[config.mk]
export PLATFORM = sky130hd
export DESIGN_NAME = scr_mem
export DESIGN_NICKNAME = d
export VERILOG_FILES = /design/src/rtl/scr_pkg.sv /design/src/rtl/scr_ctr.sv /design/src/rtl/scr_bit_rom.sv /design/src/rtl/scr_out_stage.sv /design/src/rtl/scr_mem.sv
export SDC_FILE = /design/constraint.sdc
export NUM_CORES = 1
export LEC_CHECK = 0
export BUFFER_PORTS_ARGS = -buffer_cell sky130_fd_sc_hd__buf_2
export CAP_MARGIN = 20
export CORE_AREA = 2 2 39 41
export CTS_CLUSTER_DIAMETER = 200
export DETAILED_ROUTE_END_ITERATION = 12
export DIE_AREA = 0 0 41 43
export PLACE_DENSITY = 0.57
export SYNTH_ARGS = -nofsm -noshare
export SYNTH_HDL_FRONTEND = slang
export SYNTH_SLANG_ARGS = --single-unit
[constraint.sdc]
create_clock -name clk -period 4.95 [get_ports clk]
set_input_delay 0.495 -clock clk [delete_from_list [all_inputs] [get_ports clk]]
set_output_delay 0.495 -clock clk [all_outputs]
set_load 0.01 [all_outputs]
[src/rtl/scr_pkg.sv]
package scr_pkg;

    typedef enum logic {
        PH_ACTIVE = 1'b0,
        PH_SPENT  = 1'b1
    } scr_phase_e;

    function automatic int unsigned scr_addr_width(input int unsigned depth);
        return (depth > 1) ? $clog2(depth) : 1;
    endfunction

endpackage

[src/rtl/scr_ctr.sv]
module scr_ctr
    import scr_pkg::*;
#(
    parameter int unsigned DEPTH = 24,
    localparam int unsigned AW   = scr_addr_width(DEPTH)
) (
    input  logic          clk,
    input  logic          rst_act,
    input  logic          ce_n,
    output logic [AW-1:0] addr,
    output logic          spent
);

    localparam logic [AW-1:0] LAST = AW'(DEPTH - 1);

    typedef struct packed {
        logic [AW-1:0] addr;
        scr_phase_e    phase;
    } ctr_state_t;

    ctr_state_t st_d, st_q;
    logic       adv;

    always_comb begin
        st_d = st_q;
        adv  = !ce_n && (st_q.phase == PH_ACTIVE);
        if (rst_act) begin
            st_d.addr  = '0;
            st_d.phase = PH_ACTIVE;
        end else if (adv) begin
            if (st_q.addr == LAST) begin
                st_d.phase = PH_SPENT;
            end else begin
                st_d.addr = st_q.addr + 1'b1;
            end
        end
    end

    always_ff @(posedge clk) begin
        st_q <= st_d;
    end

    assign addr  = st_q.addr;
    assign spent = (st_q.phase == PH_SPENT);

    AST_CLEAR_TO_ZERO: assert property (@(posedge clk)
        rst_act |=> (addr == '0 && !spent)) else $error("clear failed");
    AST_STEP_ONE: assert property (@(posedge clk) disable iff (rst_act)
        (!ce_n && !spent && addr != LAST) |=> (addr == AW'($past(addr) + 1'b1)));
    AST_HOLD_DESELECTED: assert property (@(posedge clk) disable iff (rst_act)
        ce_n |=> $stable(addr));
    AST_SPENT_STICKY: assert property (@(posedge clk) disable iff (rst_act)
        spent |=> spent);
    AST_NO_OVERRUN: assert property (@(posedge clk) disable iff (rst_act)
        addr <= LAST);

endmodule

[src/rtl/scr_bit_rom.sv]
module scr_bit_rom
    import scr_pkg::*;
#(
    parameter int unsigned      DEPTH   = 24,
    parameter logic [DEPTH-1:0] PATTERN = '0,
    localparam int unsigned     AW      = scr_addr_width(DEPTH)
) (
    input  logic [AW-1:0] addr,
    output logic          bit_o
);

    always_comb begin
        bit_o = 1'b0;
        for (int i = 0; i < int'(DEPTH); i++) begin
            if (addr == AW'(i)) begin
                bit_o = PATTERN[i];
            end
        end
    end

endmodule

[src/rtl/scr_out_stage.sv]
module scr_out_stage (
    input  logic clk,
    input  logic ce_n,
    input  logic rst_act,
    input  logic spent,
    input  logic rom_bit,
    output logic dout,
    output logic dout_en,
    output logic cas_n
);

    assign dout_en = !ce_n && !rst_act && !spent;
    assign dout    = dout_en ? rom_bit : 1'b0;
    assign cas_n   = !spent;

    AST_DRIVE_NEEDS_SELECT: assert property (@(posedge clk) disable iff (rst_act)
        dout_en |-> (!ce_n && cas_n));
    AST_QUIET_IN_RESET: assert property (@(posedge clk)
        rst_act |-> !dout_en);

endmodule

[src/rtl/scr_mem.sv]
module scr_mem
    import scr_pkg::*;
#(
    parameter int unsigned      DEPTH           = 24,
    parameter logic [DEPTH-1:0] PATTERN         = 24'h9C5AE3,
    parameter bit               RST_ACTIVE_HIGH = 1'b1
) (
    input  logic clk,
    input  logic ce_n,
    input  logic rst_oe,
    output logic cas_n,
    output logic dout,
    output logic dout_en
);

    localparam int unsigned AW = scr_addr_width(DEPTH);

    logic          rst_act;
    logic [AW-1:0] addr;
    logic          spent;
    logic          rom_bit;

    generate
        if (RST_ACTIVE_HIGH) begin : g_rst_hi
            assign rst_act = rst_oe;
        end else begin : g_rst_lo
            assign rst_act = !rst_oe;
        end
    endgenerate

    scr_ctr #(.DEPTH(DEPTH)) u_ctr (
        .clk     (clk),
        .rst_act (rst_act),
        .ce_n    (ce_n),
        .addr    (addr),
        .spent   (spent)
    );

    scr_bit_rom #(.DEPTH(DEPTH), .PATTERN(PATTERN)) u_rom (
        .addr  (addr),
        .bit_o (rom_bit)
    );

    scr_out_stage u_out (
        .clk     (clk),
        .ce_n    (ce_n),
        .rst_act (rst_act),
        .spent   (spent),
        .rom_bit (rom_bit),
        .dout    (dout),
        .dout_en (dout_en),
        .cas_n   (cas_n)
    );

    AST_CASCADE_RELEASE: assert property (@(posedge clk) disable iff (rst_act)
        (!ce_n && cas_n && !dout_en) |-> 1'b0) else $error("selected but silent");
    AST_CASCADE_HIGH_AFTER_CLEAR: assert property (@(posedge clk)
        rst_act |=> cas_n);

endmodule

==> results.md, run 1 <==
- Vias in the first global route: 317
- Final nets: 68
- Post-synth ARST share: 0
- Fmax: 410 MHz
- Number of antenna violations at the first check in global routing: 0
- TritonCTS buffer count: 3
- Number of synthesized flops with an enable pin: 0
- Post-Synth Simple-Gate Area: 0.258
- Crit-path max FO: 4
- Fin. Hold Viols: 0
- Top cells by count, synth: nor2_1 (9), dfxtp_1 (6), ha_1 (5), inv_1 (5)
- Setup Buffers After CTS: 0
- DRC: 0
- Num Clock Sinks: 6
- Dominant cells by area after synthesis: dfxtp_1 (28%), ha_1 (15%), nor2_1 (7.9%)
- Sequential area share after synthesis: 0.282
- Fin crit share: 0.492
- Pin count of the biggest net entering global routing: 10
- Seq pwr share: 0.440
- Mapped Area: 427 µm²
- Leakage power: 0.198 nW
- Seq cells post-synth: 6
- Tmin final: 2.44 ns
- # Max-Cap Violations: 0
- Worst setup EP type: primary output
- H-tree levels: 1
- Initial Util: 0.308
- Combinational Power Share: 0.185
- Pwr per Cell Area: 253 mW/mm²
- Syn avg cell area: 8.20 µm²
- Post-DRT Antenna Nets: 0
- Setup_tns: 0 ns
- Yosys top cell area share: 0.282
- RSZ-0062 raised after global routing: no
- Global-route wire length before repair: 1.30 mm
- Adder-Cell Fraction of Synth Area: 0.147
- Clk_skew: 0.00490 ns
- Area delta synth->final: 12.3%
- Ys flop type: dfxtp_1
- CTS Hold Buffers Added: 0
- TritonCTS clock tree: done
- Ant diodes: 0
- # IOs: 6
- Largest family of logic cells by synthesized area: simple AND/OR/NAND/NOR gates
- Total track usage: 0.107
- Worst-path clk slew: 0.05 ns
- Wirelength per Cell: 10.8 µm
- Post-Synthesis Cells: 52
- Die Wd: 41 µm
- Core Footprint: 0.00138 mm²
- CTS Buffer Depth: 2
- Pre-antenna DRT Iters: 4
- Fillers: 145
- Grt met2 use: 0.138
- Arrival time worst endpoint: 1.94 ns
- XOR/XNOR Fraction of Synth Area: 0.0616
- Count leader, synth: nor2_1
- Synth Net Count: 60
- Dpl hpwl: 595 µm
- Clock Tree Root: clkbuf_4
- Multiplexer share of the synthesized area: 0
- Layer with the highest usage: met1
- Hold slack: 0.511 ns
- Initial DRC Count: 19
- Met3 Track Usage GR: 0.0157
- Crit path required time: 4.45 ns
- Sw Ratio: 0.268
- Port Buffers: 5
- Clock share of power: 0.375
- Cell variety after synth: 25
- Total gr overflow: 0
- Worst rel slew slack: 0.739
- Crit Path Class: reg2out
- Slew Limit Fails: 0
- DR vias: 380
- Final WL: 800 µm
- Actual slew at the worst max-slew pin: 0.382 ns
- Number of setup violations in the final report: 0
- Layout cell share with drive strength beyond 1: 0.172
- Total die area: 0.00176 mm²
- Total number of yosys warnings: 0
- CP Launch Type: flop
- Clock latency on the worst-skew pair: 0.24 ns
- Synth area leader: dfxtp_1
- Internal power: 0.0886 mW
- Final Util: 0.346
- Row Count: 14
- Worst ir drop on vdd: 120 µV
- Hold WC Path Type: in2reg
- Outcome: complete, no violations
- Final GP Congestion: 0.734
- Global routing met1 resource utilization: 0.162
- Die Y: 43 µm
- Post_cts resized: 0
- Synth Area in Compound Gates: 0.173
- Via density: 5.14
- Sw Pwr: 0.0325 mW
## worst max-delay path, stage by stage, from the launching register on
cell and delay, ns:
dfxtp_1 0.37, inv_1 0.10, ha_1 0.24, or3_1 0.37
a2111oi_1 0.34, o21a_1 0.15, buf_2 0.12
## layout by cell type, fill, tap and decap left out
cell type  instances
xnor2_1            1
a311oi_1           1
nor3_1             1
buf_2              5
a2111oi_1          1
inv_1              5
a2bb2oi_1          1
ha_1               5
and3_1             1
xor2_1             2
nand2_1            2
a21oi_1            3
nand3_1            3
or3_1              1
o211ai_1           1
o21a_1             1
nor2b_4            1
dfxtp_1            6
nor2_1             9
a2111oi_0          1
clkbuf_4           3
nor2b_1            1
nand4b_1           1
and3_2             1
a211oi_1           1
## worst paths after layout
kind | startpoint | endpoint | slack (ns) | depth (start not counted)
worst min register to register | u_ctr.addr[1] | u_ctr.addr[1] | 0.51 | 2
worst min-delay path | rst_oe | u_ctr.addr[0] | 0.51 | 2
worst max-delay path | u_ctr.addr[0] | dout | 2.51 | 6
worst max register to register | u_ctr.addr[1] | u_ctr.addr[3] | 3.47 | 5
## sequential cells by signal, summed over array words and instances, names as in the netlist
register,count
u_ctr.addr,5
u_ctr.spent,1
## power by group through the flow
stage	Sequential, mW	Combinational [mW]	Clock, mW
after CTS	0.0533	0.0227	0.0472
after global routing	0.0537	0.0251	0.0500
after global placement	0.0541	0.0223	0
after floorplan	0.0534	0.0174	0
after detailed placement	0.0542	0.0226	0
final	0.0533	0.0224	0.0454
## kinds of logic (layout without fill, tap and decap cells)
| group | Yosys count | count (layout) |
|---|---|---|
| flops | 6 | 6 |
| compound gates | 10 | 10 |
| simple gates | 21 | 21 |
| xor+xnor | 3 | 3 |
| buf+inv | 7 | 13 |
| fa+ha+maj | 5 | 5 |
## through the flow
step | instances | cell area [µm²] | worst slack (ns) | total power, mW
final | 74 | 479 | 2.51 | 0.121
after detailed placement | 71 | 457 | 2.76 | 0.0769
after CTS | 74 | 479 | 2.48 | 0.123
after global routing | 74 | 479 | 2.35 | 0.129
after floorplan | 52 | 427 | 2.93 | 0.0708
after global placement | 71 | 457 | 2.80 | 0.0764
## metal layers
metal  vias up  share of wire  wire length (µm)
li1        194              -                 -
met2         4           0.43               340
met4         0              0                 0
met5         -              0                 0
met3         0          0.038                30
met1       182           0.54               429
## cell type report
class	instances	area, µm²	area share
clock buffer	3	22.5	0.0470
tap	16	20.0	0.0418
multi-input combinational	39	273	0.569
timing repair buffer	5	25.0	0.0522
sequential	6	120	0.251
inverter	5	18.8	0.0392
No activity file was read; power rests on OpenSTA's default activity.
==> inputs of run 2 (changes only) <==
PLACE_DENSITY = 0.58   (was 0.57)
clock period = 2 ns   (was 4.95 ns; I/O delays follow)
==> run 2 against run 1 <==
Effect of this change:
- clock skew down 0.0045 ns
- final area up 16%
- first-iteration DRC count down 84%
- register-to-register slack worse by 2.9 ns
- largest cell class unchanged
- the flow now finishes with violations (negative setup slack)
- largest power group unchanged
==> results.md, run 2 (synthesis results as in run 1) <==
- Outcome: finished with violations
- Failing checks: negative setup slack
- # Max-Cap Violations: 0
- Clock latency on the worst-skew pair: 0.24 ns
- Area delta synth->final: 30.2%
- TritonCTS clock tree: done
- # IOs: 6
- R2r endpoint: u_ctr.addr[2]
- Worst-path clk slew: 0.05 ns
- Sw Ratio: 0.290
- Crit Path Class: reg2out
- Final Total Pwr: 0.334 mW
- Top sig layer: met3
- Met3 routed WL: 38 µm
- Flop2flop setup slack: 0.60 ns
- Hold WC Path Type: in2reg
- Dpl hpwl: 563 µm
- WHS Endpoint: u_ctr.addr[1]
- Leakage power: 0.204 nW
- Pin count of the biggest net entering global routing: 10
- Crit-path max FO: 7
- Met2 WL post-DR: 396 µm
- R2R depth: 5
- Setup Buffers After CTS: 0
- Layout cell share with drive strength beyond 1: 0.345
- Global-route wire length before repair: 1.38 mm
- Via density: 5.04
- CP max stage cell: dfxtp_4
- Seq pwr share: 0.410
- H-tree levels: 1
- Ant diodes: 0
- Port Buffers: 5
- Most frequent cells in the layout: nor2_1 (9), buf_2 (5), dfxtp_1 (4)
- Hold Crit Depth: 2
- Fin worst setup slack: -0.00114 ns
- Core Footprint: 0.00138 mm²
- Fin. Hold Viols: 0
- Worst ir drop on vdd: 275 µV
- DR vias: 373
- Total die area: 0.00176 mm²
- WL met1: 398 µm
- Wirelength per Cell: 11.3 µm
- Worst path cell trace: ha_2 > and3_2 > ha_1 > a2111oi_4 > o21a_1 > buf_2
- Num Clock Sinks: 6
- Fin crit share: 1.00
- Clock share of power: 0.338
- Arrival time worst endpoint: 1.80 ns
- Die Y: 43 µm
- Number of antenna violations at the first check in global routing: 0
- Combinational Power Share: 0.253
- Total gr overflow: 0
- Hold slack: 0.199 ns
- Final nets: 68
- CP Launch Type: flop
- Fmax: 500 MHz
- Final Util: 0.401
- TritonCTS buffer count: 3
- Final WL: 833 µm
- Crit-path max cell delay: 0.36 ns
- CTS Buffer Depth: 2
- Number of setup violations in the final report: 1
- Tmin final: 2.00 ns
- Reg-to-Reg Start: u_ctr.addr[1]
- Fillers: 150
- Row Count: 14
- Total track usage: 0.114
- Worst rel slew slack: 0.759
- Pwr per Cell Area: 601 mW/mm²
- Post-Place Setup Slack: 0.124 ns
- DRC: 0
- Internal power: 0.237 mW
- Largest register by flop count: u_ctr.addr
- Clock Tree Root: clkbuf_4
- Commonest non-fill, non-tap cell in the layout: nor2_1
- Crit path required time: 1.80 ns
- Actual slew at the worst max-slew pin: 0.360 ns
- Die Wd: 41 µm
- Initial DRC Count: 3
- Hold_sp: rst_oe
- Worst setup EP type: primary output
- Setup_tns: -0.00114 ns
- Vias in the first global route: 358
- Post-DRT Antenna Nets: 0
- Initial Util: 0.308
- Largest register FFs: 5
- Sw Pwr: 0.0969 mW
- RSZ-0062 raised after global routing: yes
- Slew Limit Fails: 0
- Clk_skew: 0.000358 ns
- Final GP Congestion: 0.680
- Pre-antenna DRT Iters: 4
==> run 2: through the flow <==
step / cell area, µm² / std cells
6_report: 556 / 74
3_5_place_dp: 457 / 71
4_1_cts: 497 / 74
3_3_place_gp: 457 / 71
2_1_floorplan: 427 / 52
5_1_grt: 556 / 74
==> run 2: power by group through the flow <==
stage / Combinational, mW / Sequential, mW / Clock [mW]
floorplan: 0.0431 / 0.132 / 0
global placement: 0.0558 / 0.134 / 0
detailed placement: 0.0559 / 0.134 / 0
CTS: 0.0646 / 0.133 / 0.117
global route: 0.0920 / 0.138 / 0.124
finish: 0.0843 / 0.137 / 0.113
==> run 2: final cells by class <==
| class | instances | area [µm²] | area share |
|---|---|---|---|
| flip-flops and latches | 6 | 125 | 0.225 |
| well taps | 16 | 20.0 | 0.0360 |
| inverters | 5 | 21.3 | 0.0383 |
| clock buffers | 3 | 22.5 | 0.0405 |
| multi-input cells | 39 | 342 | 0.615 |
| repair buffers | 5 | 25.0 | 0.0450 |
==> run 2: how the worst max path moves through the flow <==
| stage | cells past startpoint | slack, ns | startpoint | to |
|---|---|---|---|---|
| finish | 6 | -0.001 | u_ctr.addr[0] | dout |
| global route | 6 | -0.08 | u_ctr.addr[0] | dout |
| CTS | 7 | -0.03 | u_ctr.addr[1] | dout |
| detailed placement | 6 | 0.12 | u_ctr.addr[0] | dout |
| global placement | 6 | 0.10 | u_ctr.addr[0] | dout |
| floorplan | 5 | 0.28 | u_ctr.addr[0] | dout |
==> run 2: repair_timing <==
item | CTS | global route
endpoints found under the setup margin | 1 | 1
resized for setup | 7 | 10
pin swaps | 1 | 1
hold buffers | 0 | 0
==> run 2: worst max-delay path: cells and delay by family (launching register included) <==
| kind | cells | cell delay, ns |
|---|---|---|
| flip-flops | 1 | 0.36 |
| AO/OA/AOI/OAI | 2 | 0.43 |
| buffers and inverters | 1 | 0.12 |
| adder cells (fa/ha/maj) | 2 | 0.43 |
| AND/OR/NAND/NOR | 1 | 0.22 |
==> run 2: metal layers <==
metal  track usage  vias up
met5             0        -
met4        0.0600        0
met3        0.0471        0
met2         0.169       12
met1         0.132      164
li1              -      197
